## src/rtl/dmacsr_pkg.sv

```systemverilog
package dmacsr_pkg;
  // Register byte offsets
  localparam int unsigned OFF_CTL0 = 'h00;
  localparam int unsigned OFF_CTL1 = 'h04;
  localparam int unsigned OFF_CTL2 = 'h08;
  localparam int unsigned OFF_STS0 = 'h10;
  localparam int unsigned OFF_STS1 = 'h14;

  // Field placement that channel engines and software decode
  localparam int unsigned NIB_W     = 4;
  localparam int unsigned START_LSB = 8;
  localparam int unsigned ERR_LSB   = 8;
  localparam int unsigned STATE_LSB = 16;

  typedef enum logic [1:0] {
    MODE_OFF    = 2'd0,
    MODE_CHAIN  = 2'd1,
    MODE_SINGLE = 2'd2
  } xfer_mode_e;

  typedef enum logic [1:0] {
    ST_IDLE  = 2'd0,
    ST_FETCH = 2'd1,
    ST_WAIT  = 2'd2,
    ST_MOVE  = 2'd3
  } chan_state_e;
endpackage

```

## src/rtl/dmacsr_chan_ctl.sv

```systemverilog
module dmacsr_chan_ctl (
  input  logic       clk,
  input  logic       rst_n,
  input  logic       ctl0_we,
  input  logic [2:0] nib_wdata,
  input  logic       ctl2_we,
  input  logic       ie_wdata,
  input  logic       start_wdata,
  input  logic       state_idle,
  output logic [1:0] mode,
  output logic       dir,
  output logic       ie,
  output logic       start
);
  always_ff @(posedge clk) begin
    if (!rst_n) begin
      mode  <= 2'd0;
      dir   <= 1'b0;
      ie    <= 1'b0;
      start <= 1'b0;
    end else begin
      if (ctl0_we) begin
        mode <= nib_wdata[1:0];
        dir  <= nib_wdata[2];
      end
      if (ctl2_we) ie <= ie_wdata;
      // start bit is a strobe: never stored, only pulsed when idle
      start <= ctl2_we & start_wdata & state_idle;
    end
  end
endmodule

```

## src/rtl/dmacsr_chan_flags.sv

```systemverilog
module dmacsr_chan_flags (
  input  logic clk,
  input  logic rst_n,
  input  logic ev_done,
  input  logic ev_err,
  input  logic clr_irq,
  input  logic clr_err,
  output logic irq_flag,
  output logic err_flag
);
  logic set_irq;
  assign set_irq = ev_done | ev_err;

  always_ff @(posedge clk) begin
    if (!rst_n) begin
      irq_flag <= 1'b0;
      err_flag <= 1'b0;
    end else begin
      // a set in the same cycle dominates the clear
      irq_flag <= (irq_flag & ~clr_irq) | set_irq;
      err_flag <= (err_flag & ~clr_err) | ev_err;
    end
  end
endmodule

```

## src/rtl/mchan_dma_csr.sv

```systemverilog
module mchan_dma_csr
  import dmacsr_pkg::*;
#(
  parameter int unsigned NCH    = 8,
  parameter int unsigned ADDR_W = 5
) (
  input  logic                 clk,
  input  logic                 rst_n,
  input  logic [ADDR_W-1:0]    bus_addr,
  input  logic                 bus_wr,
  input  logic [31:0]          bus_wdata,
  output logic [31:0]          bus_rdata,
  output logic [NCH-1:0]       ch_start,
  output logic [2*NCH-1:0]     ch_mode,
  output logic [NCH-1:0]       ch_dir,
  input  logic [NCH-1:0]       ch_done,
  input  logic [NCH-1:0]       ch_err,
  input  logic [2*NCH-1:0]     ch_state,
  output logic                 irq
);
  localparam int unsigned ST_W = 2 * NCH;

  logic sel_ctl0, sel_ctl1, sel_ctl2, sel_sts0;
  logic [31:0]    ctl1_q;
  logic [NCH-1:0] ie;
  logic [NCH-1:0] irq_flg;
  logic [NCH-1:0] err_flg;

  assign sel_ctl0 = (bus_addr == ADDR_W'(OFF_CTL0));
  assign sel_ctl1 = (bus_addr == ADDR_W'(OFF_CTL1));
  assign sel_ctl2 = (bus_addr == ADDR_W'(OFF_CTL2));
  assign sel_sts0 = (bus_addr == ADDR_W'(OFF_STS0));

  always_ff @(posedge clk) begin
    if (!rst_n)                ctl1_q <= '0;
    else if (bus_wr && sel_ctl1) ctl1_q <= bus_wdata;
  end

  for (genvar n = 0; n < NCH; n++) begin : g_ch
    dmacsr_chan_ctl u_ctl (
      .clk        (clk),
      .rst_n      (rst_n),
      .ctl0_we    (bus_wr & sel_ctl0),
      .nib_wdata  (bus_wdata[NIB_W*n +: 3]),
      .ctl2_we    (bus_wr & sel_ctl2),
      .ie_wdata   (bus_wdata[n]),
      .start_wdata(bus_wdata[START_LSB+n]),
      .state_idle (ch_state[2*n +: 2] == ST_IDLE),
      .mode       (ch_mode[2*n +: 2]),
      .dir        (ch_dir[n]),
      .ie         (ie[n]),
      .start      (ch_start[n])
    );

    dmacsr_chan_flags u_flg (
      .clk     (clk),
      .rst_n   (rst_n),
      .ev_done (ch_done[n]),
      .ev_err  (ch_err[n]),
      .clr_irq (bus_wr & sel_sts0 & bus_wdata[n]),
      .clr_err (bus_wr & sel_sts0 & bus_wdata[ERR_LSB+n]),
      .irq_flag(irq_flg[n]),
      .err_flag(err_flg[n])
    );
  end

  logic [31:0] ctl0_rd, ctl2_rd, sts0_rd;

  always_comb begin
    ctl0_rd = '0;
    for (int n = 0; n < NCH; n++) begin
      ctl0_rd[NIB_W*n +: 3] = {ch_dir[n], ch_mode[2*n +: 2]};
    end
    ctl2_rd = '0;
    ctl2_rd[NCH-1:0] = ie;
    sts0_rd = '0;
    sts0_rd[NCH-1:0]              = irq_flg;
    sts0_rd[ERR_LSB +: NCH]       = err_flg;
    sts0_rd[STATE_LSB +: ST_W]    = ch_state;
  end

  always_comb begin
    bus_rdata = '0;
    if (sel_ctl0)      bus_rdata = ctl0_rd;
    else if (sel_ctl1) bus_rdata = ctl1_q;
    else if (sel_ctl2) bus_rdata = ctl2_rd;
    else if (sel_sts0) bus_rdata = sts0_rd;
  end

  assign irq = |(irq_flg & ie);
endmodule

```

## config.mk

```make
export PLATFORM = sky130hd
export DESIGN_NAME = mchan_dma_csr
export DESIGN_NICKNAME = d
export VERILOG_FILES = /design/src/rtl/dmacsr_pkg.sv /design/src/rtl/dmacsr_chan_ctl.sv /design/src/rtl/dmacsr_chan_flags.sv /design/src/rtl/mchan_dma_csr.sv
export SDC_FILE = /design/constraint.sdc
export NUM_CORES = 1
export LEC_CHECK = 0
export BUFFER_PORTS_ARGS = -buffer_cell sky130_fd_sc_hd__buf_2
export CORE_MARGIN = 3
export CORE_UTILIZATION = 55
export DETAILED_ROUTE_END_ITERATION = 8
export PLACE_DENSITY = 0.83
export SLEW_MARGIN = 0
export SYNTH_ARGS = -nofsm -noshare
export SYNTH_HDL_FRONTEND = slang
export SYNTH_SLANG_ARGS = --single-unit
```

## constraint.sdc

```tcl
create_clock -name clk -period 3.6 [get_ports clk]
set_input_delay 0.36 -clock clk [delete_from_list [all_inputs] [get_ports clk]]
set_output_delay 0.36 -clock clk [all_outputs]
set_load 0.005 [all_outputs]
```

[Word level (Yosys, flattened, before mapping)]
Index checks and enable logic that the tools add are counted.
Storage, ports and cells
  flip-flop bits (word level): 88
  input port bits: 72
  output and inout bits: 65
  logic and storage cells: 159
Cells by class
  equal/unequal tests: 3
  muxes and demuxes: 4
  bitwise logic cells: 92
  reductions and logical operators: 11
Operator list (count)
  2-to-1 mux 32 bit: 4
  bitwise AND 1 bit: 51
  OR 1 bit: 24
  zero test 2 bit: 8
  inverter 1 bit: 16
  bitwise AND 8 bit: 1
  OR reduction 8 bit: 1
  == test 5 x 3 -> 1 bit (second input constant): 1
  == test 5 x 4 -> 1 bit (second input constant): 1
  == test 5 bit (second input constant): 1
  zero test 5 bit: 1
  logical AND 1 bit: 1

[Logic depth before layout (Yosys ltp)]
  depth in word-level cells: 6
  gate-level depth with buffers: 6
  gate-level depth less buffers: 3

[Cells and area by module]
Synthesis repeated with hierarchy kept, for this count alone.
Second synthesis, totals
  cell total of the unflattened synthesis: 462
  area total of the unflattened synthesis: 4334.2 µm²
By module, submodules not included
  mchan_dma_csr: times used 1, cells an instance 302, area an instance 2392.3 µm², sequential area each 640.6 µm²
  dmacsr_chan_ctl: times used 8, cells an instance 14, area an instance 173.9 µm², sequential area each 100.1 µm²
  dmacsr_chan_flags: times used 8, cells an instance 6, area an instance 68.8 µm², sequential area each 40.0 µm²

[Worst setup path after synthesis]
No wires, ideal clock.
  path type: input port to output port
  start: input bus_addr[3]
  end: output bus_rdata[1]
  arrival: 1.372 ns
  data required time: 3.240 ns
  path slack: 1.868 ns
  stages on the path: 5
  path buffers: 2
  path through: buf_6 > nor4_4 > buf_6 > a221oi_1 > a221o_1
On the way
  longest elaborated chain between the ends: 5
  elaborated cells on any way between the ends: 8
  those cells by class: eq/ne: 3; mux: 4; reduce/logical: 1
RTL lines
  start, declared: line mchan_dma_csr.sv:9  | input logic [ADDR_W-1:0] bus_addr,
  == test 5 bit: line mchan_dma_csr.sv:32  | assign sel_sts0 = (bus_addr == ADDR_W'(OFF_STS0));
  2-to-1 mux 32 bit: line mchan_dma_csr.sv:87  | else if (sel_sts0) bus_rdata = sts0_rd;
  2-to-1 mux 32 bit: line mchan_dma_csr.sv:86  | else if (sel_ctl2) bus_rdata = ctl2_rd;
  2-to-1 mux 32 bit: line mchan_dma_csr.sv:85  | else if (sel_ctl1) bus_rdata = ctl1_q;
  2-to-1 mux 32 bit *: line mchan_dma_csr.sv:84  | if (sel_ctl0) bus_rdata = ctl0_rd;
  end, declared: line mchan_dma_csr.sv:12  | output logic [31:0] bus_rdata,
Mark *: on every way between the ends. The rest lies on a longest branch, timed or not.

[Worst setup path after layout]
  start: input bus_addr[4]
  end: output bus_rdata[0]
Same word-level chain as after synthesis.

==> reports/qor.yml <==
outcome:
  status: "completed"
power:
  p_sw_w: 0.0005019
  p_comb_share_pct: 10.6
  clkPwrFrac_pct: 39.1
  ir_worst_vdd_v: 0.0002101
  p_leak_nw: 2.071
  intPower_w: 0.001498
  powerDensity_nw_per_um2: 387.8
  swShare_pct: 25.10
  seqPwrFrac_pct: 50.2
synthesis:
  yosysTopAreaCell: "dfxtp_1"
  ys_seq_elements: 88
  synth_top_area_share_pct: 39.79
  synth_cells: 525
  synth_area_um2: 4428
  ys_seq_area_share_pct: 39.79
  synth_area_leaders: "dfxtp_1 (40%), o21ai_0 (10%), nand3_1 (9.3%), a21boi_0 (8.5%), a2bb2oi_1 (3.6%)"
  synth_top_family_by_area: "compound AO/OA/AOI/OAI gates"
  synth-xor-area-share_pct: 0
  synthesis.nets: 597
  syn_area_per_cell_um2: 8.434
  muxShareOfSynthArea_pct: 0
  ys_types: 35
  synth_fa_ha_area_share_pct: 0
  yosys.area_share.simple_pct: 17.72
  yosys_warnings: 0
  synth_compound_area_share_pct: 33.06
critical_path:
  cp_slowest_cell: "and2_1"
  path_cells: "buf_2, nor4_4, buf_4, and2_1, a221o_1, buf_2"
  slowest_delay_ns: 0.48
  crit_required_ns: 3.24
  crit_fanout: 32
  crit_path_start_kind: "input pin"
  crit_top_cell: "buf_2"
  end_kind: "output port"
  crit_type: "in2out"
  startpoint: "bus_addr[4]"
  cp_data_arrival_time_ns: 2.16
  crit_buf_inv: 3
  r2r_start: "g_ch[1].u_flg.irq_flag"
  cp_top_family: "simple AND/OR/NAND/NOR gates"
sta:
  finalSetupTns_ns: 0
  report.final.slew_viol_count: 0
  fin_worst_skew_ns: 0
  worst_pin_slew_ns: 1.033
  setup_viol: 0
  max_slew_margin_pct: 30.79
  max_freq_mhz: 396.3
  rsz0062_at_grt: "no"
  finalCriticalPeriod_ns: 2.523
  timing.final.crit_share_pct: 70.09
  setup_ws_ns: 1.077
  hold_viol: 0
global_route:
  overflow: 0
  antenna_found_initial: 0
  grt.met2_usage_pct: 46.15
  use_met3_pct: 5.942
  grt_pass1_vias: 4280
  grt_use_total_pct: 30.39
  grt_max_degree: 55
  grt_pass1_wl_mm: 21.57
  grt_busiest_layer: "met2"
  grt_use_met1_pct: 41.53
placement:
  dpl_worst_slack_ns: 1.088
  numPortBuffers: 136
  hpwl_mm: 9.874
  gp_congestion: 0.9994
floorplanning:
  die-area_um2: 9163
  core-area_um2: 7767
  rows: 32
  start_util_pct: 57.01
  die_h_um: 95.73
  die_w_um: 95.73
  io_pins: 137
detailed_routing:
  wl_per_cell_um: 19.91
  drt_wl_total_mm: 14.25
  drcViolationCount: 0
  vias: 4581
  viasPerCell: 6.398
  drt_iter0_markers: 416
  firstDrtPassIters: 5
  drtAntennaViolNets: 0
clocking:
  cts_setup_buffers: 0
  path_clk_slew_ns: 0.09
  clock_sinks: 88
  cts_tree: "yes"
  clock_path_buffers: 2
  cts_buffers: 9
  clk_latency_ns: 0.35
  htree_levels: 3
  ctsResizeCount: 0
  cts-root-buf: "clkbuf_8"
  holdBufCountCts: 0
finish:
  area_delta_synth_final_pct: 16.47
  diodes: 0
  fillCellCount: 676
  final_cell_mix: "buf_2 (136), o21ai_0 (90), dfxtp_1 (88), nand3_1 (82), a21boi_0 (50)"
  nets: 681
  regArea_um2: 1762
  multi_input_area_um2: 2262
  drive_gt1_share_pct: 27.36
  final_common_cell: "buf_2"
hold_path:
  hold_path.class: "in2reg"
  hold_start: "ch_state[0]"
job:
  cap_violations: 0
-- sequential cells by signal, summed over array words and instances, names as in the netlist --
| register | count |
|---|---|
| g_ch.u_ctl.ie | 8 |
| g_ch.u_ctl.mode | 16 |
| g_ch.u_flg.err_flag | 8 |
| g_ch.u_ctl.dir | 8 |
| ctl1_q | 32 |
| g_ch.u_ctl.start | 8 |
| g_ch.u_flg.irq_flag | 8 |
-- kinds of logic (layout without fill, tap and decap cells) --
logic type	after synthesis	count (layout)
AOI/OAI and AO/OA	220	220
buffers and inverters	80	169
DFF	88	88
and+or+nand+nor	137	137
-- cell type report --
cell class                 instances  area share (%)
inverter                           9          0.6550
multi-input combinational        357           43.86
clock buffer                      12           3.008
timing repair buffer             144           14.36
clock inverter                     4           1.480
tap                              102           2.475
sequential                        88           34.16
-- worst reg2reg max path, delay by kind of cell, from the launching register on --
family / cells / cell delay (ns)
compound gates: 2 / 0.32
flops: 1 / 0.37
-- per-layer routing --
metal	vias up	wire length (µm)
li1	2112	-
met1	2133	5843
met5	-	0
met4	0	477
met2	287	6463
met3	49	1469
-- through the flow --
stage	utilization (%)	total power [W]	cells	area (µm²)	hold slack [ns]
after detailed placement	63.42	0.001233	700	4926	0.4663
final	66.40	0.002000	716	5157	0.1759
after CTS	66.40	0.001997	716	5157	0.1661
after global routing	66.40	0.002056	716	5157	0.1725
after floorplan	-	0.001130	525	4428	0.4367
after global placement	63.42	0.001229	700	4926	0.4584
-- cells in the mapped netlist --
cell type and count:
a221oi_1 6, o31ai_1 8, a2bb2oi_1 18, a221o_1 8, nand3b_1 6, and2_0 1
a32oi_1 6, a22oi_1 4, inv_1 9, a21boi_0 50, nand2_2 1, nand3_2 1
nor2_1 15, buf_4 19, or4_4 1, and3_1 3, nor4b_1 8, buf_2 16
nand4_1 1, nor2b_1 3, nand2_1 6, o21ai_0 90, a31oi_1 16, clkbuf_2 3
dfxtp_1 88, nand3_1 82, and2_1 1, or3_1 1, a21boi_1 14, clkbuf_1 30
nand2b_1 3, nor4b_2 1, buf_6 3, nor4_4 2, or4b_4 1
-- path summary, 6_finish.rpt --
check	end	cells after the start	slack [ns]
hold / removal	g_ch[0].u_ctl.start	2	0.18
setup / recovery	bus_rdata[0]	6	1.08
hold reg to reg	ctl1_q[30]	2	0.48
setup reg to reg	g_ch[1].u_flg.irq_flag	2	2.78
-- power groups by stage --
| stage | clock [W] | combinational [W] | sequential, W |
|---|---|---|---|
| 2_1_floorplan | 0 | 0.000108 | 0.00102 |
| 3_3_place_gp | 0 | 0.000203 | 0.00103 |
| 3_5_place_dp | 0 | 0.000206 | 0.00103 |
| 4_1_cts | 0.000786 | 0.000207 | 0.00100 |
| 5_1_grt | 0.000823 | 0.000226 | 0.00101 |
| 6_report | 0.000783 | 0.000212 | 0.00100 |
(Power assumes the default switching activity.)
